[src/rtl/pwm4_pkg.sv]
// Shared constants for the four-channel PWM controller: register offsets,
// control-field bit positions and the per-channel field placement.
package pwm4_pkg;

    localparam int unsigned OFF_PRESC   = 'h00;
    localparam int unsigned OFF_SEL     = 'h04;
    localparam int unsigned OFF_CTRL    = 'h08;
    localparam int unsigned OFF_CH0     = 'h0C;
    localparam int unsigned CH_STRIDE   = 12;
    localparam int unsigned SUB_PERIOD  = 0;
    localparam int unsigned SUB_COMPARE = 4;
    localparam int unsigned SUB_COUNT   = 8;

    localparam int unsigned CB_EN  = 0;
    localparam int unsigned CB_INV = 2;
    localparam int unsigned CB_TOG = 3;

    // Bit offset of a channel's control field: 0 for the first, then 8, 12, 16...
    function automatic int unsigned ctrl_lsb(input int unsigned ch);
        return (ch == 0) ? 0 : (4 * ch + 4);
    endfunction

endpackage

[src/rtl/pwm_channel.sv]
// One PWM channel. Counts 0..period on each tick while running; output is
// high while count <= compare, with zero-period and compare>=period corners.
// Assumes: run/inv come straight from the control register; period_new and
// compare_new may change at any time and are loaded only at wrap or when stopped.
module pwm_channel #(
    parameter int CNT_W = 16
) (
    input  logic             clk,
    input  logic             rst_n,
    input  logic             tick,
    input  logic             run,
    input  logic             inv,
    input  logic [CNT_W-1:0] period_new,
    input  logic [CNT_W-1:0] compare_new,
    output logic [CNT_W-1:0] count,
    output logic             pwm
);

    logic [CNT_W-1:0] cnt;
    logic [CNT_W-1:0] act_period;
    logic [CNT_W-1:0] act_compare;
    logic             wrap;
    logic             raw;

    assign wrap = tick && (cnt == act_period);

    // Counter and shadow registers: hold at zero when stopped, reload at wrap.
    always_ff @(posedge clk) begin
        if (!rst_n) begin
            cnt         <= '0;
            act_period  <= '0;
            act_compare <= '0;
        end else if (!run) begin
            cnt         <= '0;
            act_period  <= period_new;
            act_compare <= compare_new;
        end else if (wrap) begin
            cnt         <= '0;
            act_period  <= period_new;
            act_compare <= compare_new;
        end else if (tick) begin
            cnt <= cnt + 1'b1;
        end
    end

    // Waveform level from the active values, before inversion.
    always_comb begin
        if (!run)
            raw = 1'b0;
        else if (act_period == '0)
            raw = 1'b0;
        else if (act_compare >= act_period)
            raw = 1'b1;
        else
            raw = (cnt <= act_compare);
    end

    assign pwm   = raw ^ inv;
    assign count = cnt;

    // a running channel never changes its period except at wrap.
    a_r10_hold_period: assert property (@(posedge clk) disable iff (!rst_n)
        (run && !wrap) |=> $stable(act_period));

    // the counter never passes the active period.
    a_r10_count_bound: assert property (@(posedge clk) disable iff (!rst_n)
        cnt <= act_period);

    // a stopped channel holds its counter at zero on the following cycle.
    a_r4_stop_clears: assert property (@(posedge clk) disable iff (!rst_n)
        !run |=> (cnt == '0));

endmodule

[src/rtl/pwm_regfile.sv]
// Register file of the PWM controller: word-aligned decode, clamped period and
// compare storage, control-field extraction and a combinational read mux.
// Assumes: one access per cycle; DATA_W > CNT_W; ctrl fields fit in DATA_W.
module pwm_regfile
    import pwm4_pkg::*;
#(
    parameter int NCH    = 4,
    parameter int CNT_W  = 16,
    parameter int DATA_W = 32,
    parameter int ADDR_W = 12
) (
    input  logic                       clk,
    input  logic                       rst_n,
    input  logic                       wr_en,
    input  logic                       rd_en,
    input  logic [ADDR_W-1:0]          addr,
    input  logic [DATA_W-1:0]          wdata,
    output logic [DATA_W-1:0]          rdata,
    input  logic [NCH-1:0][CNT_W-1:0]  live_cnt,
    output logic [DATA_W-1:0]          presc_q,
    output logic [DATA_W-1:0]          sel_q,
    output logic [NCH-1:0][CNT_W-1:0]  period_q,
    output logic [NCH-1:0][CNT_W-1:0]  compare_q,
    output logic [NCH-1:0]             run,
    output logic [NCH-1:0]             inv
);

    logic [DATA_W-1:0] ctrl_q;
    logic              aligned;
    logic              hit_presc, hit_sel, hit_ctrl;
    logic [NCH-1:0]    hit_per, hit_cmp, hit_cnt;

    // Saturate a bus value to the counter width.
    function automatic logic [CNT_W-1:0] clamp(input logic [DATA_W-1:0] v);
        return (|v[DATA_W-1:CNT_W]) ? {CNT_W{1'b1}} : v[CNT_W-1:0];
    endfunction

    assign aligned   = (addr[1:0] == 2'b00);
    assign hit_presc = aligned && (addr == ADDR_W'(OFF_PRESC));
    assign hit_sel   = aligned && (addr == ADDR_W'(OFF_SEL));
    assign hit_ctrl  = aligned && (addr == ADDR_W'(OFF_CTRL));

    // Per-channel address decode.
    always_comb begin
        for (int n = 0; n < NCH; n++) begin
            hit_per[n] = aligned && (addr == ADDR_W'(OFF_CH0 + n * CH_STRIDE + SUB_PERIOD));
            hit_cmp[n] = aligned && (addr == ADDR_W'(OFF_CH0 + n * CH_STRIDE + SUB_COMPARE));
            hit_cnt[n] = aligned && (addr == ADDR_W'(OFF_CH0 + n * CH_STRIDE + SUB_COUNT));
        end
    end

    // Register writes; misaligned and unlisted offsets fall through untouched.
    always_ff @(posedge clk) begin
        if (!rst_n) begin
            presc_q   <= '0;
            sel_q     <= '0;
            ctrl_q    <= '0;
            period_q  <= '0;
            compare_q <= '0;
        end else if (wr_en) begin
            if (hit_presc) presc_q <= wdata;
            if (hit_sel)   sel_q   <= wdata;
            if (hit_ctrl)  ctrl_q  <= wdata;
            for (int n = 0; n < NCH; n++) begin
                if (hit_per[n]) period_q[n]  <= clamp(wdata);
                if (hit_cmp[n]) compare_q[n] <= clamp(wdata);
            end
        end
    end

    // Read mux: zero unless a decoded offset is read.
    always_comb begin
        rdata = '0;
        if (rd_en) begin
            if (hit_presc) rdata = presc_q;
            if (hit_sel)   rdata = sel_q;
            if (hit_ctrl)  rdata = ctrl_q;
            for (int n = 0; n < NCH; n++) begin
                if (hit_per[n]) rdata = DATA_W'(period_q[n]);
                if (hit_cmp[n]) rdata = DATA_W'(compare_q[n]);
                if (hit_cnt[n]) rdata = DATA_W'(live_cnt[n]);
            end
        end
    end

    // Control-field extraction at the irregular per-channel offsets.
    for (genvar g = 0; g < NCH; g++) begin : g_fld
        localparam int unsigned LSB = ctrl_lsb(g);
        assign run[g] = ctrl_q[LSB + CB_EN] & ctrl_q[LSB + CB_TOG];
        assign inv[g] = ctrl_q[LSB + CB_INV];

        // oversize period and compare writes saturate.
        a_r3_clamp_period: assert property (@(posedge clk) disable iff (!rst_n)
            (wr_en && hit_per[g] && (|wdata[DATA_W-1:CNT_W])) |=> (period_q[g] == {CNT_W{1'b1}}));
        a_r3_clamp_compare: assert property (@(posedge clk) disable iff (!rst_n)
            (wr_en && hit_cmp[g] && (|wdata[DATA_W-1:CNT_W])) |=> (compare_q[g] == {CNT_W{1'b1}}));
    end

    // a misaligned write leaves the configuration untouched.
    a_r11_misaligned_ignored: assert property (@(posedge clk) disable iff (!rst_n)
        (wr_en && !aligned) |=> ($stable(ctrl_q) && $stable(presc_q) && $stable(sel_q)));

endmodule

[src/rtl/quad_pwm_ctrl.sv]
// Top of the four-channel PWM controller: one register file and NCH channels.
// Assumes: tick_en pulses come from an external prescaler stage configured by
// presc_cfg and clksel_cfg; all inputs are synchronous to clk.
module quad_pwm_ctrl
    import pwm4_pkg::*;
#(
    parameter int NCH    = 4,
    parameter int CNT_W  = 16,
    parameter int DATA_W = 32,
    parameter int ADDR_W = 12
) (
    input  logic              clk,
    input  logic              rst_n,
    input  logic              bus_wr,
    input  logic              bus_rd,
    input  logic [ADDR_W-1:0] bus_addr,
    input  logic [DATA_W-1:0] bus_wdata,
    output logic [DATA_W-1:0] bus_rdata,
    input  logic [NCH-1:0]    tick_en,
    output logic [DATA_W-1:0] presc_cfg,
    output logic [DATA_W-1:0] clksel_cfg,
    output logic [NCH-1:0]    pwm_out
);

    logic [NCH-1:0][CNT_W-1:0] live_cnt;
    logic [NCH-1:0][CNT_W-1:0] period_q;
    logic [NCH-1:0][CNT_W-1:0] compare_q;
    logic [NCH-1:0]            run;
    logic [NCH-1:0]            inv;

    pwm_regfile #(
        .NCH(NCH), .CNT_W(CNT_W), .DATA_W(DATA_W), .ADDR_W(ADDR_W)
    ) u_regs (
        .clk(clk), .rst_n(rst_n),
        .wr_en(bus_wr), .rd_en(bus_rd), .addr(bus_addr),
        .wdata(bus_wdata), .rdata(bus_rdata),
        .live_cnt(live_cnt),
        .presc_q(presc_cfg), .sel_q(clksel_cfg),
        .period_q(period_q), .compare_q(compare_q),
        .run(run), .inv(inv)
    );

    for (genvar g = 0; g < NCH; g++) begin : g_ch
        pwm_channel #(.CNT_W(CNT_W)) u_ch (
            .clk(clk), .rst_n(rst_n),
            .tick(tick_en[g]), .run(run[g]), .inv(inv[g]),
            .period_new(period_q[g]), .compare_new(compare_q[g]),
            .count(live_cnt[g]), .pwm(pwm_out[g])
        );
    end

endmodule

[config.mk]
export PLATFORM = sky130hd
export DESIGN_NAME = quad_pwm_ctrl
export DESIGN_NICKNAME = d
export VERILOG_FILES = /design/src/rtl/pwm4_pkg.sv /design/src/rtl/pwm_channel.sv /design/src/rtl/pwm_regfile.sv /design/src/rtl/quad_pwm_ctrl.sv
export SDC_FILE = /design/constraint.sdc
export NUM_CORES = 1
export LEC_CHECK = 0
export ABC_AREA = 1
export BUFFER_PORTS_ARGS = -buffer_cell sky130_fd_sc_hd__buf_2
export CORE_ASPECT_RATIO = 0.7
export CORE_MARGIN = 2
export CORE_UTILIZATION = 52
export DETAILED_ROUTE_END_ITERATION = 10
export HOLD_SLACK_MARGIN = 0.05
export PLACE_DENSITY = 0.69
export SYNTH_ARGS = -nofsm -noshare
export SYNTH_HDL_FRONTEND = slang
export SYNTH_SLANG_ARGS = --single-unit
[constraint.sdc]
create_clock -name clk -period 2.5 [get_ports clk]
set_input_delay 0.125 -clock clk [delete_from_list [all_inputs] [get_ports clk]]
set_output_delay 0.125 -clock clk [all_outputs]
set_load 0.03 [all_outputs]
---- Word level (Yosys, flattened, before mapping) ----
Cells that the tools add are included.
storage, ports and cells
  bits in registers ....................... 416
  bits of input ports ..................... 52
  output and inout port bits .............. 100
  logic and storage cells ................. 156
cells by class
  $add $sub $neg .......................... 4
  $lt $le $gt $ge ......................... 8
  eq/ne operators ......................... 22
  muxes and demuxes ....................... 45
  bitwise gates (word level) .............. 13
  reductions and logical operators ........ 41
operators by type and width
  operator                                         count
  two-way mux 32 bit                               16
  two-way mux 16 bit                               17
  == test 12 x 6 -> 1 bit (second input constant)  7
  adder 16 x 1 -> 16 bit (second input constant)   4
  == test 16 bit                                   4
  greater-or-equal comparator 16 bit               4
  <= comparator 16 bit                             4
  logical NOT 16 bit                               4
  == test 12 x 5 -> 1 bit (second input constant)  4
  == test 12 x 4 -> 1 bit (second input constant)  2
  AND reduction 2 bit                              11
  logical AND 1 bit                                19
  OR reduction 16 bit                              1
  == test 12 x 3 -> 1 bit (second input constant)  1
  logical NOT 12 bit                               1
  two-way mux 1 bit                                12
  OR reduction 3 bit                               4
  inequality test 2 bit (second input constant)    4
  NOT 1 bit                                        5
  AND 1 bit                                        4
  XOR 1 bit                                        4
  logical NOT 2 bit                                1

---- Longest topological paths before layout ----
  depth after elaboration ................. 18
  gate-level depth with buffers ........... 20
  mapped depth without buffers ............ 18

---- Modules after synthesis ----
Synthesis repeated with hierarchy kept, for this count alone.
unflattened totals
  cell total of the unflattened synthesis .. 3,538
  area total of the unflattened synthesis .. 23,845.4 um^2
by module, submodules not included
  module                          times used  cells an instance  area each (um^2)  sequential area each (um^2)
  pwm_regfile                     1           1,641              11,182.0          4,484.3
  pwm_channel (g_ch[0].u_ch ...)  3           474                3,161.8           960.9
  pwm_channel (g_ch[3].u_ch)      1           475                3,178.0           960.9

---- Worst setup path before layout ----
No wires, ideal clock.
  path type ............................... input-to-output
  from .................................... input port bus_addr[2]
  to ...................................... output port bus_rdata[30]
  arrival time ............................ 1.962 ns
  required time ........................... 2.375 ns
  slack ................................... 0.413 ns
  stages on the path ...................... 9
  path buffers ............................ 3
  cell sequence ........................... buf_2 nand2_1 nor2_2 buf_6 nand2_1 inv_2 buf_2 nand2_1 a221oi_1
between the ends
  cells in the longest elaborated chain, start to end .. 18
  elaborated cells on any way between the ends .. 46
  those cells by class .................... eq/ne: 14; mux: 16; reduce/logical: 16
ends and longest elaborated chain
  element                 RTL line             text
  from (decl)             quad_pwm_ctrl.sv:16  input logic [ADDR_W-1:0] bus_addr,
  logical NOT 12 bit      pwm_regfile.sv:39    assign hit_presc = aligned && (addr == ADDR_W'(OFF_PRESC));
  logical AND 1 bit       pwm_regfile.sv:39
  two-way mux 32 bit      pwm_regfile.sv:75    if (hit_presc) rdata = presc_q;
  two-way mux 32 bit      pwm_regfile.sv:76    if (hit_sel) rdata = sel_q;
  two-way mux 32 bit      pwm_regfile.sv:77    if (hit_ctrl) rdata = ctrl_q;
  two-way mux 32 bit      pwm_regfile.sv:79    if (hit_per[n]) rdata = DATA_W'(period_q[n]);
  two-way mux 32 bit      pwm_regfile.sv:80    if (hit_cmp[n]) rdata = DATA_W'(compare_q[n]);
  two-way mux 32 bit      pwm_regfile.sv:81    if (hit_cnt[n]) rdata = DATA_W'(live_cnt[n]);
  (+2 left out)           n/a
  two-way mux 32 bit      pwm_regfile.sv:81
  two-way mux 32 bit      pwm_regfile.sv:79
  two-way mux 32 bit      pwm_regfile.sv:80
  two-way mux 32 bit      pwm_regfile.sv:81
  two-way mux 32 bit      pwm_regfile.sv:79
  two-way mux 32 bit      pwm_regfile.sv:80
  two-way mux 32 bit (*)  pwm_regfile.sv:81
  two-way mux 32 bit (*)  pwm_regfile.sv:74    if (rd_en) begin
  to (decl)               quad_pwm_ctrl.sv:18  output logic [DATA_W-1:0] bus_rdata,
Every way passes the cells marked *; elsewhere a longest branch is shown, timed or not.

---- Worst setup path in the final report ----
  from .................................... register g_ch[3].u_ch.act_period[0]
  to ...................................... output port pwm_out[3]
between the ends
  cells in the longest elaborated chain, start to end .. 5
  elaborated cells on any way between the ends .. 6
  those cells by class .................... order compare: 1; mux: 3; bitwise: 1; reduce/logical: 1
ends and longest elaborated chain
  element                             RTL line             text
  from (decl)                         pwm_channel.sv:20    logic [CNT_W-1:0] act_period;
  from (signal assigned)              pwm_channel.sv:35    act_period <= period_new;
  from (signal assigned)              pwm_channel.sv:39    act_period <= period_new;
  greater-or-equal comparator 16 bit  pwm_channel.sv:52    else if (act_compare >= act_period)
  two-way mux 1 bit                   pwm_channel.sv:52
  two-way mux 1 bit (*)               pwm_channel.sv:50    else if (act_period == '0)
  two-way mux 1 bit (*)               pwm_channel.sv:48    if (!run)
  XOR 1 bit (*)                       pwm_channel.sv:58    assign pwm = raw ^ inv;
  to (decl)                           quad_pwm_ctrl.sv:22  output logic [NCH-1:0] pwm_out
Marked as above.

==> results.json <==
{
  "status": "complete, but fails checks",
  "failed_checks": "negative setup slack",
  "cts_max_path_buffers": 3,
  "cp_max_fo": 5,
  "critPathCaptureType": "primary output",
  "fin_ws_ps": -214,
  "clock-sinks": 416,
  "die_x_um": 252,
  "drv_slew": 0,
  "instances_no_fill": 4027,
  "synth_edf_count": 0,
  "path_class": "reg2out",
  "finalPower_uw": 13800,
  "yosys_warnings": 0,
  "clock_latency_ps": 570,
  "post-place-ws_ps": -95.2,
  "fin_crit_ps": 2710,
  "finalSetupViolations": 5,
  "ir_drop_v": 0.000483,
  "seq_area_frac_synth": 0.371,
  "synthesis.nets": 3377,
  "drt-initial-drc-count": 2808,
  "die_height_um": 178,
  "ys_async_sr_fraction": 0,
  "first_pass_iters": 5,
  "synthDistinctLibCells": 55,
  "via_per_inst": 5.80,
  "start_util": 0.529,
  "syn_area_per_cell_um2": 7.03,
  "synth_cells": 3193,
  "hold_class": "in2reg",
  "vias": 23367,
  "synthFlopType": "dfxtp_1",
  "hold_viol_final": 0,
  "overflow": 0,
  "grt_max_degree": 138,
  "gp_congestion": 1.02,
  "required_ps": 2380,
  "rsz0062_at_grt": "yes",
  "cts_tree": "yes",
  "p_leak_uw": 0.0112,
  "drive_above_1_share": 0.242,
  "grt_pass1_wl_um": 122000,
  "yosysTopAreaCell": "dfxtp_1",
  "cts-root-buf": "clkbuf_16",
  "max_freq_mhz": 368,
  "path_cells": "ha_1 > nor2_4 > nor2_4 > o21ai_4 > nand2_1 > o211ai_1 > nand2_1 > nand2_1 > a31oi_2 > nand3_4 > nand3_4 > xor2_1 > buf_4",
  "portBuffers": 151,
  "dp.final_hpwl_um": 58700,
  "fp-row-count": 63,
  "drcViolationCount": 0,
  "path_clk_slew_ps": 70,
  "start_kind": "flip-flop",
  "numCtsBuffers": 42,
  "area_growth_pct": 25.1,
  "n_fill_cell": 3699,
  "synth_area_leaders": "dfxtp_1 (37%), a21oi_1 (10%), o21ai_0 (9.7%)",
  "ys_ff_latch": 416,
  "synth_top_area_share": 0.371,
  "path_common_cell": "nand2_1",
  "min_period_over_period": 1.09,
  "max-slew-margin-rel": 0.273,
  "crit_path_top_delay_cell": "dfxtp_1",
  "critPathArrivalTime_ps": 2590,
  "num_io_pins": 152,
  "drt_wl_total_um": 81600,
  "final_antenna_net_count": 0,
  "antenna_found_initial": 2,
  "routedWlPerCell_um": 20.3,
  "max_stage_delay_ps": 460,
  "fin_skew_ps": 20.9,
  "drv_cap": 0,
  "cts_max_level": 2,
  "power.density_mw_per_mm2": 490,
  "dieArea_mm2": 0.0449,
  "place_inst": 3867,
  "layout.nets": 3630,
  "syn_area_mm2": 0.0225,
  "grt_pass1_vias": 20957,
  "worst_pin_slew_ps": 1090,
  "core-area_mm2": 0.0425,
  "grtUsageTotal": 0.352
}
[flip-flops by register name (all words and copies together) (netlist names)]
register               flops
u_regs.ctrl_q             32
u_regs.compare_q          64
g_ch.u_ch.act_period      64
u_regs.presc_q            32
g_ch.u_ch.act_compare     64
u_regs.period_q           64
g_ch.u_ch.count           64
u_regs.sel_q              32
[through the flow]
step           cell area (um^2)  hold WS (ps)  utilization  TNS (ps)
2_1_floorplan             22500           265            -         0
3_3_place_gp              24300           424        0.572     -98.0
3_5_place_dp              24300           435        0.572      -114
4_1_cts                   27000           382        0.635      -386
5_1_grt                   28100           443        0.661     -1200
6_report                  28100           415        0.661      -422
[what timing repair did]
action                                  4_1_cts  5_1_grt
resized for setup                           208      285
gates cloned                                  0        0
buffers inserted                             19       30
hold endpoints to repair                    145        0
hold buffers                                 39        0
pin swaps                                    56      138
endpoints found under the setup margin       14       47
[placed cells by master (no fill, tap or decap), types with 17 or more instances in the layout]
cell type,instances
xor2_1,30
nand2_2,72
nor2_1,148
ha_1,96
buf_2,133
nor4_1,22
buf_6,25
nand2_1,338
dfxtp_4,29
o22ai_1,22
dfxtp_1,304
inv_2,62
dfxtp_2,83
buf_4,157
nor3_1,51
nand4_1,28
ha_4,35
inv_1,493
a21oi_1,419
nand3_1,73
clkbuf_16,43
dlygate4sd3_1,39
nand3_2,29
a21oi_2,50
a221oi_1,20
a211oi_1,17
o21ai_0,420
o21ai_1,44
[worst max-delay path, delay by kind of cell, from the launching register on]
kind,cells,cell delay [ps]
fa+ha+maj,1,280
buf+inv,1,180
compound gates,3,340
simple gates,7,590
flops,1,460
xor+xnor,1,160
[final cells by class]
cell class              instances  area, um^2  share of cell area
well taps                     552         691              0.0246
inverters                     563        2130              0.0757
clock buffers                  57        1190              0.0423
multi-input cells            2056       12500               0.447
diodes                          2        5.00            0.000178
flip-flops and latches        416        8540               0.304
clock inverters                14         224             0.00797
repair buffers                367        2780              0.0988
[report_power, final]
group	internal [uW]	total (uW)	leakage, uW	switching [uW]
Combinational	168	469	0.00707	301
Clock	3940	6710	0.000699	2770
Sequential	6590	6590	0.00342	0.703
[metal layers]
| layer | up-vias | GRT usage | part of all wire |
|---|---|---|---|
| li1 | 11091 | - | - |
| met1 | 10950 | 0.537 | 0.46 |
| met2 | 1186 | 0.471 | 0.39 |
| met3 | 138 | 0.106 | 0.13 |
| met4 | 2 | 0.0873 | 0.024 |
| met5 | - | 0 | 0.00016 |
[Yosys cell counts, types with 3 or more instances]
library cell and instances:
inv_2 12, nor3b_1 5, buf_2 26, nor2_2 5
a21oi_2 18, ha_1 132, buf_6 7, o21bai_1 5
nor2_1 161, o21ai_1 29, nor3_1 57, nand2_1 409
nand2_4 3, o21a_1 3, or2_2 15, a21oi_1 454
xnor2_1 12, o2111ai_1 6, inv_1 547, clkinv_1 3
xor2_1 30, o21ai_0 437, buf_4 8, clkbuf_1 115
nor3_2 4, dfxtp_1 416, nand3_1 105, a221oi_1 23
o22ai_1 22, o221ai_1 4, o211ai_1 15, nand4_1 28
a211oi_1 19, nor4_1 24, a31oi_1 5, nand3b_1 3
[logic make-up after synthesis]
family / share of synthesized area
XOR/XNOR: 0.0164
AO/OA/AOI/OAI: 0.250
flip-flops: 0.371
buffers and inverters: 0.126
AND/OR/NAND/NOR: 0.164
adder cells (fa/ha/maj): 0.0735
[worst paths after layout]
check / start / end / slack (ps) / cells after the start
worst max-delay path: g_ch[3].u_ch.act_period[0] / pwm_out[3] / -210 / 13
worst min-delay path: tick_en[2] / g_ch[2].u_ch.count[1] / 420 / 4
worst max register to register: g_ch[0].u_ch.count[1] / g_ch[0].u_ch.act_period[11] / 160 / 9
worst min register to register: u_regs.ctrl_q[25] / u_regs.ctrl_q[25] / 450 / 2
Note: power is estimated with default switching activity, not from simulation.
